File: config.mk
export PLATFORM = sky130hd
export DESIGN_NAME = ebc_top
export DESIGN_NICKNAME = d
export VERILOG_FILES = /design/src/rtl/ebc_pkg.sv /design/src/rtl/ebc_chsel.sv /design/src/rtl/ebc_clkdiv.sv /design/src/rtl/ebc_lanes.sv /design/src/rtl/ebc_top.sv
export SDC_FILE = /design/constraint.sdc
export NUM_CORES = 1
export LEC_CHECK = 0
export ABC_CLOCK_PERIOD_IN_PS = 2900
export BUFFER_PORTS_ARGS = -buffer_cell sky130_fd_sc_hd__buf_2
export CORE_ASPECT_RATIO = 0.9
export CORE_UTILIZATION = 30
export CTS_CLUSTER_DIAMETER = 80
export DETAILED_ROUTE_END_ITERATION = 8
export PLACE_DENSITY = 0.6
export SETUP_SLACK_MARGIN = 0.05
export SKIP_CTS_REPAIR_TIMING = 1
export SYNTH_ARGS = -nofsm -noshare
export SYNTH_HDL_FRONTEND = slang
export SYNTH_HIERARCHICAL = 1
export SYNTH_SLANG_ARGS = --single-unit
File: constraint.sdc
create_clock -name clk -period 2.9 [get_ports clk]
set_input_delay 0.145 -clock clk [delete_from_list [all_inputs] [get_ports clk]]
set_output_delay 0.145 -clock clk [all_outputs]
set_load 0.02 [all_outputs]
File: src/rtl/ebc_pkg.sv
package ebc_pkg;

    localparam int LANES = 4;
    localparam int DW    = 8 * LANES;

    // channel configuration word, LSB field last in this list
    typedef struct packed {
        logic [1:0] t_ah;      // address hold ticks
        logic [1:0] t_ch;      // strobe hold ticks (enable still low)
        logic [1:0] t_cs;      // enable-to-strobe ticks
        logic [1:0] t_as;      // address setup ticks
        logic [3:0] wait_n;    // strobe width - 1 when handshake off
        logic       rdy_en;    // strobe ends on ready
        logic       bwe_style; // lanes only under write strobe
        logic [1:0] div;       // tick = div+1 clocks
        logic [1:0] width;     // 0:32 1:16 else 8
    } chcfg_t;

    localparam int CFGW = $bits(chcfg_t);

    typedef enum logic [2:0] {
        PH_IDLE,
        PH_ASU,
        PH_CSU,
        PH_STB,
        PH_CHD,
        PH_AHD,
        PH_DONE
    } phase_e;

    function automatic logic [1:0] last_beat(input logic [1:0] w);
        case (w)
            2'd0:    return 2'd0;
            2'd1:    return 2'd1;
            default: return 2'd3;
        endcase
    endfunction

    // first interval after p with a non-zero length; PH_IDLE = beat over
    function automatic phase_e next_ph(input phase_e p, input chcfg_t c);
        case (p)
            PH_IDLE: return (c.t_as != 2'd0) ? PH_ASU :
                            (c.t_cs != 2'd0) ? PH_CSU : PH_STB;
            PH_ASU:  return (c.t_cs != 2'd0) ? PH_CSU : PH_STB;
            PH_CSU:  return PH_STB;
            PH_STB:  return (c.t_ch != 2'd0) ? PH_CHD :
                            (c.t_ah != 2'd0) ? PH_AHD : PH_IDLE;
            PH_CHD:  return (c.t_ah != 2'd0) ? PH_AHD : PH_IDLE;
            default: return PH_IDLE;
        endcase
    endfunction

    // interval length in ticks minus one
    function automatic logic [3:0] len_m1(input phase_e p, input chcfg_t c);
        case (p)
            PH_ASU:  return {2'b00, c.t_as} - 4'd1;
            PH_CSU:  return {2'b00, c.t_cs} - 4'd1;
            PH_STB:  return c.wait_n;
            PH_CHD:  return {2'b00, c.t_ch} - 4'd1;
            PH_AHD:  return {2'b00, c.t_ah} - 4'd1;
            default: return 4'd0;
        endcase
    endfunction

endpackage

File: src/rtl/ebc_chsel.sv
module ebc_chsel
    import ebc_pkg::*;
#(
    parameter int NCH = 6,
    parameter int IW  = $clog2(NCH)
) (
    input  logic [NCH*CFGW-1:0] cfg_flat,
    input  logic [NCH-1:0]      hit,
    output chcfg_t              sel_cfg,
    output logic [IW-1:0]       sel_idx,
    output logic                sel_any
);

    chcfg_t cfg_arr [NCH];

    for (genvar g = 0; g < NCH; g++) begin : g_unpack
        assign cfg_arr[g] = chcfg_t'(cfg_flat[g*CFGW +: CFGW]);
    end

    // lowest set hit bit wins
    always_comb begin
        sel_cfg = '0;
        sel_idx = '0;
        sel_any = 1'b0;
        for (int i = NCH - 1; i >= 0; i--) begin
            if (hit[i]) begin
                sel_cfg = cfg_arr[i];
                sel_idx = IW'(i);
                sel_any = 1'b1;
            end
        end
    end

endmodule

File: src/rtl/ebc_clkdiv.sv
module ebc_clkdiv (
    input  logic       clk,
    input  logic       rst_n,
    input  logic       restart,
    input  logic [1:0] div,
    output logic       tick,
    output logic       sysclk
);

    typedef struct packed {
        logic [1:0] cnt;
        logic       sclk;
    } dv_t;

    dv_t dv_d, dv_q;

    always_comb begin
        dv_d = dv_q;
        if (restart || dv_q.cnt == div) begin
            dv_d.cnt = 2'd0;
        end else begin
            dv_d.cnt = dv_q.cnt + 2'd1;
        end
        dv_d.sclk = (dv_d.cnt <= (div >> 1));
    end

    always_ff @(posedge clk or negedge rst_n) begin
        if (!rst_n) begin
            dv_q <= '{cnt: 2'd0, sclk: 1'b1};
        end else begin
            dv_q <= dv_d;
        end
    end

    assign tick   = (dv_q.cnt == div);
    assign sysclk = (div == 2'd0) ? clk : dv_q.sclk;

    // a tick always wraps the phase counter back to zero
    assert_tick_wrap_R6: assert property (@(posedge clk) disable iff (!rst_n)
        (tick && !restart) |=> (dv_q.cnt == 2'd0));

endmodule

File: src/rtl/ebc_lanes.sv
module ebc_lanes (
    input  logic [1:0]  width,
    input  logic [1:0]  beat,
    input  logic [31:0] wdata,
    input  logic [3:0]  be,
    input  logic [31:0] dq_in,
    input  logic [31:0] rdata_acc,
    output logic [3:0]  mask,
    output logic [31:0] dq_out,
    output logic [31:0] rdata_nxt,
    output logic [1:0]  offset
);

    logic [4:0] sh16;
    logic [4:0] sh8;

    assign sh16 = {beat[0], 4'b0000};
    assign sh8  = {beat, 3'b000};

    always_comb begin
        rdata_nxt = rdata_acc;
        case (width)
            2'd0: begin
                mask      = be;
                dq_out    = wdata;
                rdata_nxt = dq_in;
                offset    = 2'd0;
            end
            2'd1: begin
                mask   = {2'b00, be[{beat[0], 1'b0} +: 2]};
                dq_out = {16'h0000, wdata[sh16 +: 16]};
                rdata_nxt[sh16 +: 16] = dq_in[15:0];
                offset = {beat[0], 1'b0};
            end
            default: begin
                mask   = {3'b000, be[beat]};
                dq_out = {24'h000000, wdata[sh8 +: 8]};
                rdata_nxt[sh8 +: 8] = dq_in[7:0];
                offset = beat;
            end
        endcase
    end

endmodule

File: src/rtl/ebc_top.sv
module ebc_top
    import ebc_pkg::*;
#(
    parameter int NCH = 6,
    parameter int AW  = 20
) (
    input  logic                clk,
    input  logic                rst_n,
    input  logic [NCH*CFGW-1:0] cfg_flat,
    input  logic                req_valid,
    input  logic                req_write,
    input  logic [NCH-1:0]      req_cs,
    input  logic [AW-3:0]       req_waddr,
    input  logic [31:0]         req_wdata,
    input  logic [3:0]          req_be,
    output logic                rsp_done,
    output logic [31:0]         rsp_rdata,
    output logic                ext_sysclk,
    output logic [AW-1:0]       ext_addr,
    output logic [31:0]         ext_dq_out,
    output logic                ext_dq_oe,
    input  logic [31:0]         ext_dq_in,
    output logic [NCH-1:0]      ext_ce_n,
    output logic                ext_oe_n,
    output logic                ext_we_n,
    output logic [3:0]          ext_be_n,
    input  logic                ext_ack_n
);

    localparam int IW = $clog2(NCH);

    typedef struct packed {
        phase_e        phase;
        logic [IW-1:0] ch;
        chcfg_t        cfg;
        logic          wr;
        logic [AW-3:0] waddr;
        logic [31:0]   wdata;
        logic [3:0]    be;
        logic [1:0]    beat;
        logic [3:0]    cnt;
        logic [31:0]   rdata;
    } st_t;

    st_t st_d, st_q;

    chcfg_t        sel_cfg;
    logic [IW-1:0] sel_idx;
    logic          sel_any;
    logic          accept;
    logic          tick;
    logic [3:0]    lane_mask;
    logic [31:0]   lane_dout;
    logic [31:0]   rdata_nxt;
    logic [1:0]    beat_off;
    logic          ce_win;
    logic          lanes_on;

    ebc_chsel #(.NCH(NCH), .IW(IW)) u_chsel (
        .cfg_flat (cfg_flat),
        .hit      (req_cs),
        .sel_cfg  (sel_cfg),
        .sel_idx  (sel_idx),
        .sel_any  (sel_any)
    );

    ebc_clkdiv u_clkdiv (
        .clk     (clk),
        .rst_n   (rst_n),
        .restart (accept),
        .div     (st_q.cfg.div),
        .tick    (tick),
        .sysclk  (ext_sysclk)
    );

    ebc_lanes u_lanes (
        .width     (st_q.cfg.width),
        .beat      (st_q.beat),
        .wdata     (st_q.wdata),
        .be        (st_q.be),
        .dq_in     (ext_dq_in),
        .rdata_acc (st_q.rdata),
        .mask      (lane_mask),
        .dq_out    (lane_dout),
        .rdata_nxt (rdata_nxt),
        .offset    (beat_off)
    );

    // next-state computation
    always_comb begin
        phase_e nxt;
        logic   end_ph;
        st_d   = st_q;
        accept = 1'b0;
        nxt    = PH_IDLE;
        end_ph = 1'b0;
        case (st_q.phase)
            PH_IDLE: begin
                if (req_valid && sel_any) begin
                    accept      = 1'b1;
                    st_d.ch     = sel_idx;
                    st_d.cfg    = sel_cfg;
                    st_d.wr     = req_write;
                    st_d.waddr  = req_waddr;
                    st_d.wdata  = req_wdata;
                    st_d.be     = req_be;
                    st_d.beat   = 2'd0;
                    st_d.rdata  = '0;
                    nxt         = next_ph(PH_IDLE, sel_cfg);
                    st_d.phase  = nxt;
                    st_d.cnt    = len_m1(nxt, sel_cfg);
                end
            end
            PH_DONE: begin
                st_d.phase = PH_IDLE;
            end
            default: begin
                if (tick) begin
                    if (st_q.phase == PH_STB && st_q.cfg.rdy_en) begin
                        end_ph = !ext_ack_n;
                    end else begin
                        end_ph = (st_q.cnt == 4'd0);
                    end
                    if (st_q.phase == PH_STB && end_ph && !st_q.wr) begin
                        st_d.rdata = rdata_nxt;
                    end
                    if (!end_ph) begin
                        if (st_q.cnt != 4'd0) begin
                            st_d.cnt = st_q.cnt - 4'd1;
                        end
                    end else begin
                        nxt = next_ph(st_q.phase, st_q.cfg);
                        if (nxt == PH_IDLE) begin
                            if (st_q.beat == last_beat(st_q.cfg.width)) begin
                                st_d.phase = PH_DONE;
                            end else begin
                                st_d.beat  = st_q.beat + 2'd1;
                                nxt        = next_ph(PH_IDLE, st_q.cfg);
                                st_d.phase = nxt;
                                st_d.cnt   = len_m1(nxt, st_q.cfg);
                            end
                        end else begin
                            st_d.phase = nxt;
                            st_d.cnt   = len_m1(nxt, st_q.cfg);
                        end
                    end
                end
            end
        endcase
    end

    always_ff @(posedge clk or negedge rst_n) begin
        if (!rst_n) begin
            st_q <= '{phase: PH_IDLE, default: '0};
        end else begin
            st_q <= st_d;
        end
    end

    // output decode
    assign ce_win   = (st_q.phase == PH_CSU) || (st_q.phase == PH_STB) ||
                      (st_q.phase == PH_CHD);
    assign lanes_on = st_q.cfg.bwe_style ? (st_q.phase == PH_STB && st_q.wr) : ce_win;

    always_comb begin
        for (int i = 0; i < NCH; i++) begin
            ext_ce_n[i] = !(ce_win && (st_q.ch == IW'(i)));
        end
    end

    assign ext_oe_n   = !(st_q.phase == PH_STB && !st_q.wr);
    assign ext_we_n   = !(st_q.phase == PH_STB && st_q.wr);
    assign ext_be_n   = lanes_on ? ~lane_mask : 4'hF;
    assign ext_dq_oe  = (st_q.phase == PH_STB) && st_q.wr;
    assign ext_dq_out = lane_dout;
    assign ext_addr   = {st_q.waddr, 2'b00} | {{(AW-2){1'b0}}, beat_off};
    assign rsp_done   = (st_q.phase == PH_DONE);
    assign rsp_rdata  = st_q.rdata;

    // never more than one chip enable low
    assert_ce_onehot_R2: assert property (@(posedge clk) disable iff (!rst_n)
        $onehot0(~ext_ce_n));

    // a request without a channel hit leaves the block idle
    assert_nohit_dropped_R2: assert property (@(posedge clk) disable iff (!rst_n)
        (st_q.phase == PH_IDLE && !sel_any) |=> (st_q.phase == PH_IDLE));

    // lanes beyond the device width stay high
    assert_unused_lanes_R3: assert property (@(posedge clk) disable iff (!rst_n)
        (st_q.cfg.width != 2'd0) |-> (ext_be_n[3:2] == 2'b11));

    // strobes only inside a chip-enable window
    assert_strobe_in_ce_R7: assert property (@(posedge clk) disable iff (!rst_n)
        (!ext_oe_n || !ext_we_n) |-> (ext_ce_n != {NCH{1'b1}}));

    // pending ready keeps the strobe held
    assert_ready_hold_R9: assert property (@(posedge clk) disable iff (!rst_n)
        (st_q.phase == PH_STB && st_q.cfg.rdy_en && ext_ack_n) |=> (st_q.phase == PH_STB));

    // write-enable lane style leaves lanes idle during reads
    assert_bwe_read_idle_R10: assert property (@(posedge clk) disable iff (!rst_n)
        (st_q.cfg.bwe_style && !ext_oe_n) |-> (ext_be_n == 4'hF));

    // read and write strobes never overlap; drivers only under write strobe
    assert_oe_we_excl_R11: assert property (@(posedge clk) disable iff (!rst_n)
        !(!ext_oe_n && !ext_we_n));
    assert_dq_under_we_R11: assert property (@(posedge clk) disable iff (!rst_n)
        ext_dq_oe |-> !ext_we_n);

    // completion is a one-cycle pulse
    assert_done_pulse_R12: assert property (@(posedge clk) disable iff (!rst_n)
        rsp_done |=> !rsp_done);

endmodule

==> impl_metrics.toml, run 1 <==
[synthesis]
synth_cells = 1099
yosysWarningCount = 6
synth.distinct_cells = 77
synth_async_sr_flop_share = 1.00
synth_seq_cells = 120
synth_seq_area_share = 0.339
ys.flop_type = "dfrtp_1"
syn_area_per_cell_sq_um = 8.07
synth_area_leader_cell = "dfrtp_1"
synthesis.nets = 1320
ys_top_cells_by_count = "nand2_1 (312), dfrtp_1 (119), inv_1 (70)"
synth_edf_count = 0
netlist.area_leader.share = 0.336
synth_area_leaders = "dfrtp_1 (34%), nand2_1 (13%), mux2i_1 (6.0%)"
post-synth-top-count-cell = "nand2_1"
synthesis.area_sq_um = 8860

[layout]
multiInputGateArea_sq_um = 4850
seq_area_sq_um = 3010
diodes = 0
fillers = 2960
area_delta_synth_final_pct = 32.1
final_nets = 1616
drive_gt1_frac = 0.300
utilization = 0.404
stdcell_area_sq_um = 11700

[critical_path]
regToRegStartpoint = "st_q[32]"
cp-startpoint = "st_q[32]"
crit_buf_inv = 2
cp.required_ns = 3.34
worst_r2r_path_depth = 8
r2r_slack_ns = 0.28
crit_chain = "inv_1, ha_1, or3b_4, mux2_4, or3b_4, a21oi_4, buf_12, mux2i_1"
path_max_fanout = 32
worst_setup_path_end_kind = "flip-flop"
rr_endpoint = "rsp_rdata[30]"
crit_family = "simple AND/OR/NAND/NOR gates"
cpPeakStageDelay_ns = 0.42
crit_arrival_ns = 3.06
crit_type = "flip-flop to flip-flop"
slowest_stage = "or3b_4"
crit_path_start_kind = "flip-flop"
endpoint = "rsp_rdata[30]"
cp.depth = 8
path_common_cell = "or3b_4"

[global_route]
grt_max_degree = 89
antenna_found_initial = 0
grtUsageTotal = 0.199
grt_pass1_wl_um = 46400
first_global_vias = 8450
gr-total-overflow = 0

[timing]
period_share = 0.902
slew_headroom = 0.544
whs_ns = -0.0296
tightest_slew_ns = 0.667
finalHoldViolCount = 4
worst_clock_skew_ns = 0.0169
fin_crit_ns = 2.62
rsz0062_at_grt = "no"
fmax_mhz = 382
setup_viol = 0
slew_viol_final = 0
fin_setup_tns_ns = 0

[drt]
vias_per_cell = 5.06
antenna_left = 0
dr.pass1.iters = 5
drt-total-wl_um = 31200
avgRoutedWirePerCell_um = 17.3
drc = 0
drtIter0Drc = 730
vias = 9121

[pwr]
p_leak_nw = 5.80
powerDensity_nw_per_um2 = 1040
irDropWorstVdd_mv = 0.405

[clocking]
clk_latency_ns = 0.54
cts_tree = "built"
cts.clk_slew.worst_paths_ns = 0.07

[status]
status = "finished with violations"
violations = "negative hold slack"

[place]
place_congestion = 0.919
numPortBuffers = 303
hpwl_um = 22500
postPlaceCellArea_sq_um = 10400

[floorplan]
fp.dieH_um = 165
pin_count = 304
start_util = 0.306
rows = 59
dieArea_sq_um = 30200
die_w_um = 183
fp.coreArea_sq_um = 29000

[flow_run]
cap_violations = 0

[min_path]
hold_path_class = "primary input to flip-flop"
flip-flops by register name, indices dropped and copies added, names as in the netlist:
signal / flops
rsp_rdata: 32
st_q: 85
u_clkdiv/dv_q: 3
cell families (layout without fill, tap and decap cells):
kind of cell	Yosys count	after routing	share of synthesized area
DFF	120	120	0.339
and+or+nand+nor	466	466	0.243
muxes	75	75	0.0882
xor gates and xnor gates	4	4	0.00395
buffers and inverters	192	501	0.115
adders and majority gates	16	16	0.0226
AOI/OAI and AO/OA	226	226	0.189
how the worst min path moves through the flow:
stage | start | to | slack [ns] | depth (start not counted)
global route | cfg_flat[33] | st_q[108] | 0.01 | 5
CTS | rst_n | rsp_rdata[0] | -0.52 | 1
global placement | rst_n | rsp_rdata[4] | 0.05 | 1
detailed placement | rst_n | rsp_rdata[4] | 0.05 | 1
finish | cfg_flat[33] | st_q[108] | -0.03 | 5
floorplan | rst_n | rsp_rdata[0] | -0.15 | 0
final cells by class:
cell class | instances | share of cell area
tap | 396 | 0.0423
inverter | 70 | 0.0224
multi-input combinational | 787 | 0.414
sequential | 120 | 0.257
timing repair buffer | 395 | 0.206
clock buffer | 21 | 0.0432
clock inverter | 15 | 0.0154
worst reg2reg max path, delay by kind of cell (launching register included):
family / cells / cell delay, ns
buffers and inverters: 2 / 0.34
DFF: 1 / 0.40
muxes: 2 / 0.58
adders and majority gates: 1 / 0.19
AOI/OAI and AO/OA: 1 / 0.18
and+or+nand+nor: 2 / 0.84
through the flow:
step	instances	hold WS (ns)	power (W)	setup slack (ns)
floorplan	1099	-0.151	0.00805	0.442
global placement	1711	0.0498	0.00963	0.394
detailed placement	1711	0.0488	0.00972	0.299
CTS	1746	-0.517	0.0122	0.272
global route	1804	0.0120	0.0131	0.132
finish	1804	-0.0296	0.0122	0.283
power by group:
group          internal [W]  total, W  switching (W)  leakage [nW]
Clock               0.00150   0.00246       0.000957         0.346
Combinational       0.00260   0.00654        0.00394          3.98
Sequential          0.00248   0.00323       0.000744          1.48
Total               0.00659    0.0122        0.00564          5.80
cell usage in the layout (no fill, tap or decap), types with 6 or more instances in the layout:
| cell type | count |
|---|---|
| mux2_2 | 21 |
| a221oi_1 | 10 |
| o221ai_1 | 29 |
| nand3_1 | 7 |
| a22o_1 | 8 |
| a31oi_1 | 19 |
| nor2b_1 | 15 |
| buf_2 | 302 |
| o22ai_1 | 17 |
| nand2_1 | 312 |
| inv_1 | 69 |
| nand2b_1 | 16 |
| a22oi_1 | 24 |
| o21ai_1 | 9 |
| clkbuf_16 | 20 |
| dfrtp_1 | 117 |
| nand3b_1 | 7 |
| dlygate4sd3_1 | 58 |
| nand4b_1 | 10 |
| a21oi_1 | 26 |
| a32oi_1 | 6 |
| and2_1 | 20 |
| or3_1 | 10 |
| buf_4 | 32 |
| ha_1 | 16 |
| o21ai_0 | 29 |
| a221oi_2 | 9 |
| nor2_1 | 27 |
| mux2i_1 | 53 |
per-layer routing:
metal | wire length (um) | global-route usage
met2 | 15000 | 0.329
met1 | 13500 | 0.252
met5 | 0 | 0
met4 | 865 | 0.0856
met3 | 1910 | 0.0434
Note: power is estimated with default switching activity, not from simulation.
==> run 2, diff against run 1 <==
- ABC_AREA: unset -> 1
==> impl_metrics.toml, run 2 <==
[timing]
fin_setup_tns_ns = 0
finalHoldViolCount = 10
fmax_mhz = 389
slew_viol_final = 0
fin_crit_ns = 2.57
rsz0062_at_grt = "no"
setup_viol = 0
worst_clock_skew_ns = 0.0115
whs_ns = -0.0390
period_share = 0.887
slew_headroom = 0.540
tightest_slew_ns = 0.690

[layout]
area_delta_synth_final_pct = 30.6
stdcell_area_sq_um = 11800
drive_gt1_frac = 0.249
layout_common_cells = "nand2_1 (558), buf_2 (302), dfrtp_1 (118)"
largest_register_ffs = 85
final_common_cell = "nand2_1"
final_nets = 1889
top_register = "st_q"

[pwr]
p_leak_nw = 6.31
powerDensity_nw_per_um2 = 1020
irDropWorstVdd_mv = 0.535

[status]
status = "finished with violations"
violations = "negative hold slack"

[global_route]
first_global_vias = 9162
gr-total-overflow = 0
grtUsageTotal = 0.209
antenna_found_initial = 3
grt_max_degree = 86
grt_pass1_wl_um = 49800

[floorplan]
die_w_um = 185
start_util = 0.309
pin_count = 304
dieArea_sq_um = 30800
rows = 59
fp.dieH_um = 167
fp.coreArea_sq_um = 29200

[drt]
vias = 10100
drt-total-wl_um = 33100
vias_per_cell = 4.85
drtIter0Drc = 688
antenna_left = 0
avgRoutedWirePerCell_um = 15.9
drc = 0
dr.pass1.iters = 6

[flow_run]
cap_violations = 0

[synthesis]
synth_seq_area_share = 0.333
ys.flop_type = "dfrtp_1"
synth_edf_count = 0
synth_area_leaders = "dfrtp_1 (33%), nand2_1 (23%), o21ai_0 (4.9%)"
synth_cells = 1373
syn_area_per_cell_sq_um = 6.57
netlist.area_leader.share = 0.330
yosysWarningCount = 6
synth_area_leader_cell = "dfrtp_1"
synth.distinct_cells = 42
ys_top_cells_by_count = "nand2_1 (558), dfrtp_1 (119), inv_1 (96)"
synthesis.nets = 1594
post-synth-top-count-cell = "nand2_1"
synthesis.area_sq_um = 9020
synth_seq_cells = 120
synth_async_sr_flop_share = 1.00

[critical_path]
worst_setup_path_end_kind = "output port"
crit_arrival_ns = 2.43
crit_type = "flip-flop to output port"
cp.required_ns = 2.76
crit_path_start_kind = "flip-flop"
path_max_fanout = 27

[place]
hpwl_um = 24200
postPlaceCellArea_sq_um = 10400
place_congestion = 0.912
numPortBuffers = 303

[clocking]
cts.clk_slew.worst_paths_ns = 0.06
cts_tree = "built"
clk_latency_ns = 0.54

[min_path]
hold_path_class = "primary input to flip-flop"
[run 2: cell types whose count changed after synthesis, sizes merged, moves of 40 or more]
| cell | delta |
|---|---|
| nor2 | +54 |
| nand2 | +259 |
| mux2i | -53 |
| nand3 | +80 |
| inv | +46 |
| a21oi | +40 |
| o21ai | +82 |
[run 2: layout make-up]
type | count | area [sq um]
Multi-Input combinational cell | 1024 | 4810
Timing Repair Buffer | 384 | 2350
Clock buffer | 21 | 505
Sequential cell | 120 | 3010
Inverter | 117 | 444
Antenna cell | 3 | 7.51
Tap cell | 396 | 495
Clock inverter | 15 | 155
Fill cell | 3102 | 17500
[run 2: path summary, 6_finish.rpt]
| kind | slack, ns | cells past startpoint | startpoint | end |
|---|---|---|---|---|
| max in group asynchronous | 1.98 | 3 | rst_n | u_clkdiv/dv_q[0] |
| worst min register to register | 0.47 | 2 | st_q[81] | st_q[81] |
| worst max register to register | 0.73 | 10 | st_q[36] | rsp_rdata[1] |
| min in group asynchronous | 0.19 | 2 | rst_n | rsp_rdata[27] |
| worst max-delay path | 0.33 | 4 | st_q[94] | ext_dq_out[10] |
| worst min-delay path | -0.04 | 5 | ext_dq_in[17] | rsp_rdata[17] |
[run 2: metrics by stage]
stage / power (W) / utilization / hold WS (ns) / instances / setup slack (ns)
2_1_floorplan: 0.00795 / - / -0.151 / 1373 / 0.790
3_3_place_gp: 0.00949 / 0.357 / 0.222 / 1974 / 0.690
3_5_place_dp: 0.00958 / 0.357 / 0.227 / 1974 / 0.642
4_1_cts: 0.0120 / 0.379 / -0.339 / 2009 / 0.262
5_1_grt: 0.0130 / 0.403 / 0.00355 / 2080 / 0.141
6_report: 0.0120 / 0.403 / -0.0390 / 2080 / 0.327
[run 2: power by group]
| group | leakage, nW | total [W] | switching [W] | internal [W] |
|---|---|---|---|---|
| Combinational | 4.46 | 0.00659 | 0.00456 | 0.00203 |
| Clock | 0.333 | 0.00237 | 0.000966 | 0.00140 |
| Sequential | 1.52 | 0.00304 | 0.000617 | 0.00242 |
[run 2: worst max-delay path, cell delays in order, from the launching register on]
cell and delay (ns):
dfrtp_1 0.54, nor2_4 0.46, inv_2 0.34, o21ai_0 0.31, buf_2 0.23
[run 2: routing by layer]
layer	global-route usage	share of wire	vias up
met3	0.0494	0.075	45
met2	0.347	0.48	449
li1	-	-	4917
met5	0	0	-
met4	0.0841	0.025	0
met1	0.259	0.42	4677
[run 2: cells by family after synthesis]
kind of cell,Yosys count,share of synthesized area
xor gates and xnor gates,5,0.00486
and+or+nand+nor,787,0.370
DFF,120,0.333
AOI/OAI and AO/OA,216,0.136
adders and majority gates,16,0.0222
buffers and inverters,229,0.134
